===== src/rtl/frt_pkg.sv =====
package frt_pkg;
  localparam int unsigned ADDR_W = 3;

  typedef enum logic [ADDR_W-1:0] {
    REG_CNT_HI = 3'd0,
    REG_CNT_LO = 3'd1,
    REG_CAP_HI = 3'd2,
    REG_CAP_LO = 3'd3,
    REG_CTRL   = 3'd4
  } frt_reg_e;

  localparam int unsigned CTRL_SRC_BIT  = 0;
  localparam int unsigned CTRL_EDGE_BIT = 1;
  localparam int unsigned CTRL_OVF_BIT  = 2;
  localparam int unsigned CTRL_CAPF_BIT = 3;
endpackage


===== src/rtl/frt_sync_edge.sv =====
module frt_sync_edge #(
  parameter int unsigned STAGES = 2
) (
  input  logic clk,
  input  logic rst_n,
  input  logic din,
  input  logic rise_sel,
  output logic pulse
);
  logic [STAGES-1:0] chain;
  logic              prev;

  always_ff @(posedge clk or negedge rst_n) begin
    if (!rst_n) chain[0] <= 1'b0;
    else        chain[0] <= din;
  end

  for (genvar i = 1; i < STAGES; i++) begin : g_stage
    always_ff @(posedge clk or negedge rst_n) begin
      if (!rst_n) chain[i] <= 1'b0;
      else        chain[i] <= chain[i-1];
    end
  end

  always_ff @(posedge clk or negedge rst_n) begin
    if (!rst_n) prev <= 1'b0;
    else        prev <= chain[STAGES-1];
  end

  assign pulse = rise_sel ? (chain[STAGES-1] & ~prev) : (~chain[STAGES-1] & prev);

  // one qualifying edge never yields two adjacent pulses
  a_r6_single_pulse: assert property (@(posedge clk) disable iff (!rst_n)
    pulse |=> !(pulse && rise_sel == $past(rise_sel)));
endmodule


===== src/rtl/frt_tick_sel.sv =====
module frt_tick_sel #(
  parameter int unsigned DIV = 4
) (
  input  logic clk,
  input  logic rst_n,
  input  logic ext_sel,
  input  logic ext_pulse,
  input  logic restart,
  output logic tick
);
  localparam int unsigned PW = (DIV > 2) ? $clog2(DIV) : 1;
  localparam logic [PW-1:0] LAST = PW'(DIV - 1);

  logic [PW-1:0] presc;
  logic          presc_wrap;

  assign presc_wrap = (presc == LAST);

  always_ff @(posedge clk or negedge rst_n) begin
    if (!rst_n)          presc <= '0;
    else if (restart)    presc <= '0;
    else if (presc_wrap) presc <= '0;
    else                 presc <= presc + 1'b1;
  end

  assign tick = ext_sel ? ext_pulse : presc_wrap;

  // internal ticks are spaced by the divider (DIV >= 2)
  a_r5_tick_spacing: assert property (@(posedge clk) disable iff (!rst_n)
    (!ext_sel && tick) |=> !(tick && !ext_sel));
endmodule


===== src/rtl/frt_capture.sv =====
module frt_capture #(
  parameter int unsigned CNT_W = 16
) (
  input  logic             clk,
  input  logic             rst_n,
  input  logic             cap_evt,
  input  logic             flag_clr,
  input  logic [CNT_W-1:0] cnt,
  output logic [CNT_W-1:0] cap_val,
  output logic             cap_flag
);
  always_ff @(posedge clk or negedge rst_n) begin
    if (!rst_n)       cap_val <= '0;
    else if (cap_evt) cap_val <= cnt;
  end

  always_ff @(posedge clk or negedge rst_n) begin
    if (!rst_n)        cap_flag <= 1'b0;
    else if (cap_evt)  cap_flag <= 1'b1;
    else if (flag_clr) cap_flag <= 1'b0;
  end

  // an event leaves the flag set and the counter value held
  a_r8_capture_loads: assert property (@(posedge clk) disable iff (!rst_n)
    cap_evt |=> (cap_flag && cap_val == $past(cnt)));
  // without an event the flag only falls on a clearing write
  a_r11_flag_sticky: assert property (@(posedge clk) disable iff (!rst_n)
    (cap_flag && !flag_clr) |=> cap_flag);
endmodule


===== src/rtl/frt16_bytebus.sv =====
module frt16_bytebus #(
  parameter int unsigned DATA_W    = 8,
  parameter int unsigned PRESC_DIV = 4,
  parameter int unsigned SYNC_STG  = 2
) (
  input  logic              clk,
  input  logic              rst_n,
  input  logic [2:0]        bus_addr,
  input  logic [DATA_W-1:0] bus_wdata,
  input  logic              bus_wr,
  input  logic              bus_rd,
  output logic [DATA_W-1:0] bus_rdata,
  input  logic              ext_clk_pin,
  input  logic              cap_pin,
  output logic              cap_flag
);
  import frt_pkg::*;

  localparam int unsigned CNT_W = 2 * DATA_W;

  logic [CNT_W-1:0]  cnt;
  logic [CNT_W-1:0]  cap_val;
  logic [DATA_W-1:0] stage;
  logic              src_ext, edge_rise, ovf;
  logic              ext_pulse, cap_evt, tick, wrap;
  logic              wr_cnt_hi, wr_cnt_lo, wr_ctrl, rd_cnt_hi, rd_cap_hi;

  assign wr_cnt_hi = bus_wr && (bus_addr == REG_CNT_HI);
  assign wr_cnt_lo = bus_wr && (bus_addr == REG_CNT_LO);
  assign wr_ctrl   = bus_wr && (bus_addr == REG_CTRL);
  assign rd_cnt_hi = bus_rd && (bus_addr == REG_CNT_HI);
  assign rd_cap_hi = bus_rd && (bus_addr == REG_CAP_HI);

  frt_sync_edge #(.STAGES(SYNC_STG)) u_ext_sync (
    .clk(clk), .rst_n(rst_n), .din(ext_clk_pin), .rise_sel(1'b1), .pulse(ext_pulse)
  );

  frt_sync_edge #(.STAGES(SYNC_STG)) u_cap_sync (
    .clk(clk), .rst_n(rst_n), .din(cap_pin), .rise_sel(edge_rise), .pulse(cap_evt)
  );

  frt_tick_sel #(.DIV(PRESC_DIV)) u_tick (
    .clk(clk), .rst_n(rst_n), .ext_sel(src_ext), .ext_pulse(ext_pulse),
    .restart(wr_cnt_lo), .tick(tick)
  );

  frt_capture #(.CNT_W(CNT_W)) u_cap (
    .clk(clk), .rst_n(rst_n), .cap_evt(cap_evt),
    .flag_clr(wr_ctrl && !bus_wdata[CTRL_CAPF_BIT]),
    .cnt(cnt), .cap_val(cap_val), .cap_flag(cap_flag)
  );

  assign wrap = tick && !wr_cnt_lo && (cnt == {CNT_W{1'b1}});

  always_ff @(posedge clk or negedge rst_n) begin
    if (!rst_n)         cnt <= '0;
    else if (wr_cnt_lo) cnt <= {stage, bus_wdata};
    else if (tick)      cnt <= cnt + 1'b1;
  end

  always_ff @(posedge clk or negedge rst_n) begin
    if (!rst_n)         stage <= '0;
    else if (wr_cnt_hi) stage <= bus_wdata;
    else if (rd_cnt_hi) stage <= cnt[DATA_W-1:0];
    else if (rd_cap_hi) stage <= cap_val[DATA_W-1:0];
  end

  always_ff @(posedge clk or negedge rst_n) begin
    if (!rst_n) begin
      src_ext   <= 1'b0;
      edge_rise <= 1'b0;
    end else if (wr_ctrl) begin
      src_ext   <= bus_wdata[CTRL_SRC_BIT];
      edge_rise <= bus_wdata[CTRL_EDGE_BIT];
    end
  end

  always_ff @(posedge clk or negedge rst_n) begin
    if (!rst_n)                                   ovf <= 1'b0;
    else if (wrap)                                ovf <= 1'b1;
    else if (wr_ctrl && !bus_wdata[CTRL_OVF_BIT]) ovf <= 1'b0;
  end

  always_comb begin
    bus_rdata = '0;
    if (bus_rd) begin
      case (bus_addr)
        REG_CNT_HI: bus_rdata = cnt[CNT_W-1:DATA_W];
        REG_CNT_LO: bus_rdata = stage;
        REG_CAP_HI: bus_rdata = cap_val[CNT_W-1:DATA_W];
        REG_CAP_LO: bus_rdata = stage;
        REG_CTRL: begin
          bus_rdata[CTRL_SRC_BIT]  = src_ext;
          bus_rdata[CTRL_EDGE_BIT] = edge_rise;
          bus_rdata[CTRL_OVF_BIT]  = ovf;
          bus_rdata[CTRL_CAPF_BIT] = cap_flag;
        end
        default: bus_rdata = '0;
      endcase
    end
  end

  // an upper counter read snapshots the live lower half
  a_r2_hi_read_snap: assert property (@(posedge clk) disable iff (!rst_n)
    (rd_cnt_hi && !bus_wr) |=> stage == $past(cnt[DATA_W-1:0]));
  // an upper write alone never moves the counter
  a_r3_hi_write_holds: assert property (@(posedge clk) disable iff (!rst_n)
    (wr_cnt_hi && !tick) |=> $stable(cnt));
  // a lower write loads all bits at once
  a_r4_lo_write_loads: assert property (@(posedge clk) disable iff (!rst_n)
    wr_cnt_lo |=> cnt == {$past(stage), $past(bus_wdata)});
  // advance from all-ones lands on zero with overflow set
  a_r7_wrap_flag: assert property (@(posedge clk) disable iff (!rst_n)
    (tick && !wr_cnt_lo && cnt == {CNT_W{1'b1}}) |=> (cnt == '0 && ovf));
endmodule


===== config.mk =====
export PLATFORM = sky130hd
export DESIGN_NAME = frt16_bytebus
export DESIGN_NICKNAME = d
export VERILOG_FILES = /design/src/rtl/frt_pkg.sv /design/src/rtl/frt_sync_edge.sv /design/src/rtl/frt_tick_sel.sv /design/src/rtl/frt_capture.sv /design/src/rtl/frt16_bytebus.sv
export SDC_FILE = /design/constraint.sdc
export NUM_CORES = 1
export LEC_CHECK = 0
export BUFFER_PORTS_ARGS = -buffer_cell sky130_fd_sc_hd__buf_2
export CAP_MARGIN = 15
export CORE_UTILIZATION = 40
export CTS_BUF_LIST = sky130_fd_sc_hd__clkbuf_16
export DETAILED_ROUTE_END_ITERATION = 8
export SETUP_SLACK_MARGIN = 0.05
export SYNTH_ARGS = -nofsm -noshare
export SYNTH_HDL_FRONTEND = slang
export SYNTH_SLANG_ARGS = --single-unit

===== constraint.sdc =====
create_clock -name clk -period 2 [get_ports clk]
set_clock_uncertainty 0.2 [all_clocks]
set_input_delay 0.4 -clock clk [delete_from_list [all_inputs] [get_ports clk]]
set_output_delay 0.4 -clock clk [all_outputs]
set_load 0.05 [all_outputs]

==> After elaboration in Yosys (flattened, before gate mapping) <==
Cells that the tools add are included.
{ "totals": {"register_bits": 52, "out_inout_bits": 9} }
{ "op_classes": {"reduce_logical": 18, "n_eq_ne": 6, "n_addsub": 2, "mux": 16, "n_bitwise": 6} }
{ "ops": {"columns": ["operator", "n"], "rows": [
  ["$mux 16", 2],
  ["$mux 8", 4],
  ["$add 16x1->16 const B", 1],
  ["$eq 16x16->1 const B", 1],
  ["$pmux 4 s4", 1],
  ["$pmux 4 s3", 1],
  ["$logic_and 1x1->1", 9],
  ["$eq 3x2->1 const B", 2],
  ["$mux 1", 6],
  ["$reduce_bool 2->1", 3],
  ["$mux 2", 2],
  ["$and 1x1->1", 3],
  ["$eq 3x1->1 const B", 1],
  ["$eq 3x3->1 const B", 1],
  ["$logic_not 1->1", 3],
  ["$logic_not 3->1", 1],
  ["$not 1->1", 3],
  ["$reduce_bool 3->1", 1],
  ["$add 2x1->2 const B", 1],
  ["$eq 2x2->1 const B", 1],
  ["$reduce_or 2->1", 1]
]} }

==> Longest topological paths before layout <==
{ "depth": {"ltp_word": 6, "ltp_mapped": 6, "ltp_nobuf": 5} }

==> Modules after synthesis <==
From an unflattened synthesis, not the netlist that was laid out.
{ "unflattened": {"hier_cells": 249, "hier_area_um2": 2723.9} }
{ "modules_own_cells": {"columns": ["mod", "instances", "area_per_inst_um2", "seq_area_each_um2", "cells_per_inst"], "rows": [
  ["frt16_bytebus", 1, 1756.7, 675.6, 194],
  ["frt_capture", 1, 683.2, 425.4, 37],
  ["frt_sync_edge", 2, 97.6, 75.1, 6],
  ["frt_tick_sel", 1, 88.8, 50.0, 6]
]} }

==> Worst setup path before layout <==
No wires, ideal clock.
{ "synth_timing": {"path_kind": "input port to output port", "startpoint": "input bus_addr[0]", "endpoint": "output bus_rdata[4]", "path_stages": 4, "slack_ns": -0.235, "t_arrival_ns": 1.635, "n_path_buf": 2, "required_time_ns": 1.400, "path_cell_list": "buf_2 > buf_1 > a21oi_1 > nor2_1"} }
{ "synth_via": {"elab_chain_len": 4, "elab_cells_between_ends": 7} }
{ "synth_rtl": {"columns": ["element", "line_no", "source"], "rows": [
  ["start, declared", "frt16_bytebus.sv:8", "input logic [2:0] bus_addr,"],
  ["$eq 3x1->1 or $eq 3x2->1 (tied branches)", "frt16_bytebus.sv:87", "case (bus_addr)"],
  ["$reduce_or 2->1 (no line)", null, null],
  ["$pmux 4 s3 *", "frt16_bytebus.sv:87", null],
  ["$mux 8 *", "frt16_bytebus.sv:86", "if (bus_rd) begin"],
  ["end, declared", "frt16_bytebus.sv:12", "output logic [DATA_W-1:0] bus_rdata,"]
]} }
Every way passes the cells marked *; elsewhere a longest branch is shown, timed or not.

==> Worst setup path after layout <==
{ "layout_timing": {"startpoint": "register cnt[8]", "endpoint": "output bus_rdata[0]"} }
{ "layout_via": {"elab_chain_len": 2} }
{ "layout_rtl": {"columns": ["element", "line_no", "source"], "rows": [
  ["start, declared", "frt16_bytebus.sv:21", "logic [CNT_W-1:0] cnt;"],
  ["start signal, assigned", "frt16_bytebus.sv:57", "else if (wr_cnt_lo) cnt <= {stage, bus_wdata};"],
  ["start signal, assigned", "frt16_bytebus.sv:58", "else if (tick) cnt <= cnt + 1'b1;"],
  ["$pmux 4 s4", "frt16_bytebus.sv:87", null],
  ["$mux 8", "frt16_bytebus.sv:86", null]
]} }
Every way passes these cells.

==> impl_metrics.csv <==
group,metric,value,unit
die,die_w,84.5,um
timing,slew_at_the_pin_closest_to_its_max_slew_limit,0.377,ns
layout,postLayoutCoreUtil,0.548,
die,fp.dieH,84.5,um
pwr,powerDensity,1170,nW/um^2
yosys,async_reset_ff_frac,1.00,
clocking,cts_tree,"done",
setup_path,worstPathRequired,1.40,ns
routing,vias,2206,
die,core,6460,um^2
flow_run,max_cap_viol_count,0,
setup_path,ff2ff_setup_slack,0.09,ns
timing,achievable-frequency,473,MHz
yosys,synthesis.nets,274,
worst_hold_path,whs_endpoint,"u_ext_sync.chain[0]",
place,place_congestion,0.759,
yosys,synth_top_area_cell,"dfrtp_1",
routing,wire_per_inst,17.4,um
setup_path,cp_max_fo,2,
setup_path,endpoint_of_the_worst_slack_reg_to_reg_timing_path,"cnt[8]",
timing,rsz0062_at_grt,"yes",
place,dp_slack,-0.128,ns
routing,drtAntennaViolNets,0,
setup_path,critical_path.endpoint_type,"primary output",
die,design.portCount,26,
timing,fin_crit,2.12,ns
die,initial_core_util,0.422,
pwr,leakagePower,1.48,nW
routing,drc,6,
global_routing,gr-total-overflow,0,
yosys,synth.yosys.warnings,0,
yosys,yosys.area.top_type_share,0.478,
global_routing,first_global_vias,2175,
timing,final.period_utilization,1.06,
setup_path,critPathLaunchType,"flip-flop",
global_routing,number_of_antenna_violations_at_the_first_check_in_global_routing,0,
outcome,run_status,"finished, violations left",
worst_hold_path,min_path_type,"input pin to flip-flop",
routing,dr.pass1.iters,6,
timing,fin_ws,-0.115,ns
setup_path,setup_crit_start,"cnt[8]",
setup_path,worst_r2r_path_depth,6,
setup_path,criticalPathCategory,"flip-flop to primary output",
global_routing,wire_length_of_the_first_global_routing_pass,11100,um
global_routing,grt_util_all_layers,0.200,
yosys,yosys_register_bits,52,
timing,maxSlewHeadroom,0.749,
worst_hold_path,min_from,"ext_clk_pin",
timing,maxSlewViolCount,0,
routing,detail_route.iter0.violations,165,
timing,final_setup_violations,4,
outcome,violations,"DRC, setup timing",
timing,hold_ws,0.0150,ns
routing,postRouteWirelength,6800,um
yosys,synth.top_cells.by_area,"dfrtp_1, mux2_2, mux2i_1, nor2_1, o21ai_0",
clocking,cts.path.max_buffers,2,
layout,antennaDiodeCount,0,
clocking,cts_inserted_buffers,5,
yosys,syn_area_per_cell,10.7,um^2
layout,design.final.nets,331,
yosys,synth-edff-count,0,
yosys,synthDistinctLibCells,42,
routing,avgViaCountPerCell,5.66,
pwr,irDropWorstVdd,0.688,mV
yosys,post_synth_instance_area,2720,um^2
layout,synthToLayoutAreaGrowth,30.0,%
setup_path,worstPathArrival,1.52,ns
clocking,cts_root_buffer,"clkbuf_16",
place,dp.final_hpwl,4710,um
die,core.rowCount,29,
layout,layout-drive-gt1-share,0.399,
place,numPortBuffers,25,
yosys,yosysSeqAreaShare,0.478,
global_routing,grt_max_degree,21,
timing,hold_viol_final,0,
yosys,synth_flop_cell,"dfrtp_1",
yosys,postSynthCellCount,255,
clocking,clk_latency,0.29,ns
die,die-area,7140,um^2
clocking,numClockSinks,52,
worst_hold_path,worstHoldPathCells,1,
clocking,clk_pin_slew,0.06,ns
clocking,ctsHtreeMaxLevel,2,
setup_path,critical_path.reg2reg.startpoint,"u_tick.presc[0]",
==> placed cells by master, fill, tap and decap left out, drive strengths merged, types with 4 or more instances in the layout <==
cell	n
buf	63
dfrtp	52
nor2	25
mux2	22
mux2i	17
o21ai	17
nand2	13
a31oi	8
a211oi	7
a21o	7
or4	7
nand3	6
clkbuf	6
nand4	5
a21oi	5
and2	5
o2111ai	5
o31ai	5
xor2	4
==> through the flow <==
step                      instances  total power [mW]  TNS [ns]  instance area (um^2)
after global routing            390              4.41    -0.546                  3540
after global placement          372              2.94    -0.345                  3120
final                           390              4.15    -0.244                  3540
after floorplan                 255              2.53         0                  2750
after CTS                       382              4.01    -0.242                  3350
after detailed placement        372              2.98    -0.528                  3120
==> power by group <==
group | internal [mW] | switching, mW
clock | 0.588 | 0.372
combinational | 0.733 | 0.669
sequential | 1.44 | 0.346
total | 2.76 | 1.39
==> repair_timing <==
action	CTS	global route
resized for setup	17	35
endpoints found under the hold margin	14	0
setup buffers	1	7
gates cloned	0	1
pin swaps	1	16
hold buffers	1	0
endpoints found under the setup margin	11	19
==> registers in the layout, indices dropped and copies added (netlist names) <==
signal,flops
src_ext,1
u_ext_sync.chain,2
u_tick.presc,2
u_cap_sync.prev,1
edge_rise,1
ovf,1
u_ext_sync.prev,1
u_cap.cap_flag,1
u_cap_sync.chain,2
cnt,16
u_cap.cap_val,16
stage,8
==> cell usage after synthesis, types with 5 or more instances <==
master / instances
or4_1: 7
nor2_1: 25
a21o_1: 7
mux2i_1: 17
dfrtp_1: 52
mux2_2: 22
o31ai_1: 5
nand2_1: 13
buf_2: 6
a21oi_1: 5
o21ai_0: 16
a31oi_1: 8
clkbuf_1: 5
nand3_1: 6
a211oi_1: 7
and2_1: 5
nand4_1: 5
==> critical path, stage by stage, from the launching register on <==
cell,delay (ns)
dfrtp_1,0.39
mux2_4,0.28
mux2i_2,0.17
o32ai_2,0.10
and2_4,0.15
buf_8,0.14
==> routing by layer <==
metal	routed length, um	global-route usage
met1	3240	0.283
met2	3300	0.319
met3	202	0.0383
met4	52	0.0478
met5	0	0
==> kinds of logic after synthesis <==
| kind of cell | after synthesis | share of synthesized area |
|---|---|---|
| AO/OA/AOI/OAI | 59 | 0.147 |
| XOR/XNOR | 6 | 0.0193 |
| adder cells (fa/ha/maj) | 2 | 0.00919 |
| buffers and inverters | 17 | 0.0345 |
| flip-flops | 52 | 0.478 |
| multiplexers | 39 | 0.153 |
| AND/OR/NAND/NOR | 80 | 0.159 |
==> how the worst max path moves through the flow <==
stage / to / slack (ns)
after detailed placement: bus_rdata[0] / -0.13
after floorplan: bus_rdata[2] / 0.05
after global placement: bus_rdata[0] / -0.1
after CTS: bus_rdata[0] / -0.12
final: bus_rdata[0] / -0.12
after global routing: bus_rdata[0] / -0.16
==> final cells by class <==
| cell class | count | area [um^2] |
|---|---|---|
| inverters | 1 | 3.75 |
| repair buffers | 65 | 510 |
| multi-input cells | 187 | 1450 |
| fillers | 582 | 2920 |
| well taps | 77 | 96.3 |
| flip-flops and latches | 52 | 1310 |
| clock buffers | 5 | 125 |
| clock inverters | 3 | 42.5 |
No activity file was read; power rests on OpenSTA's default activity.
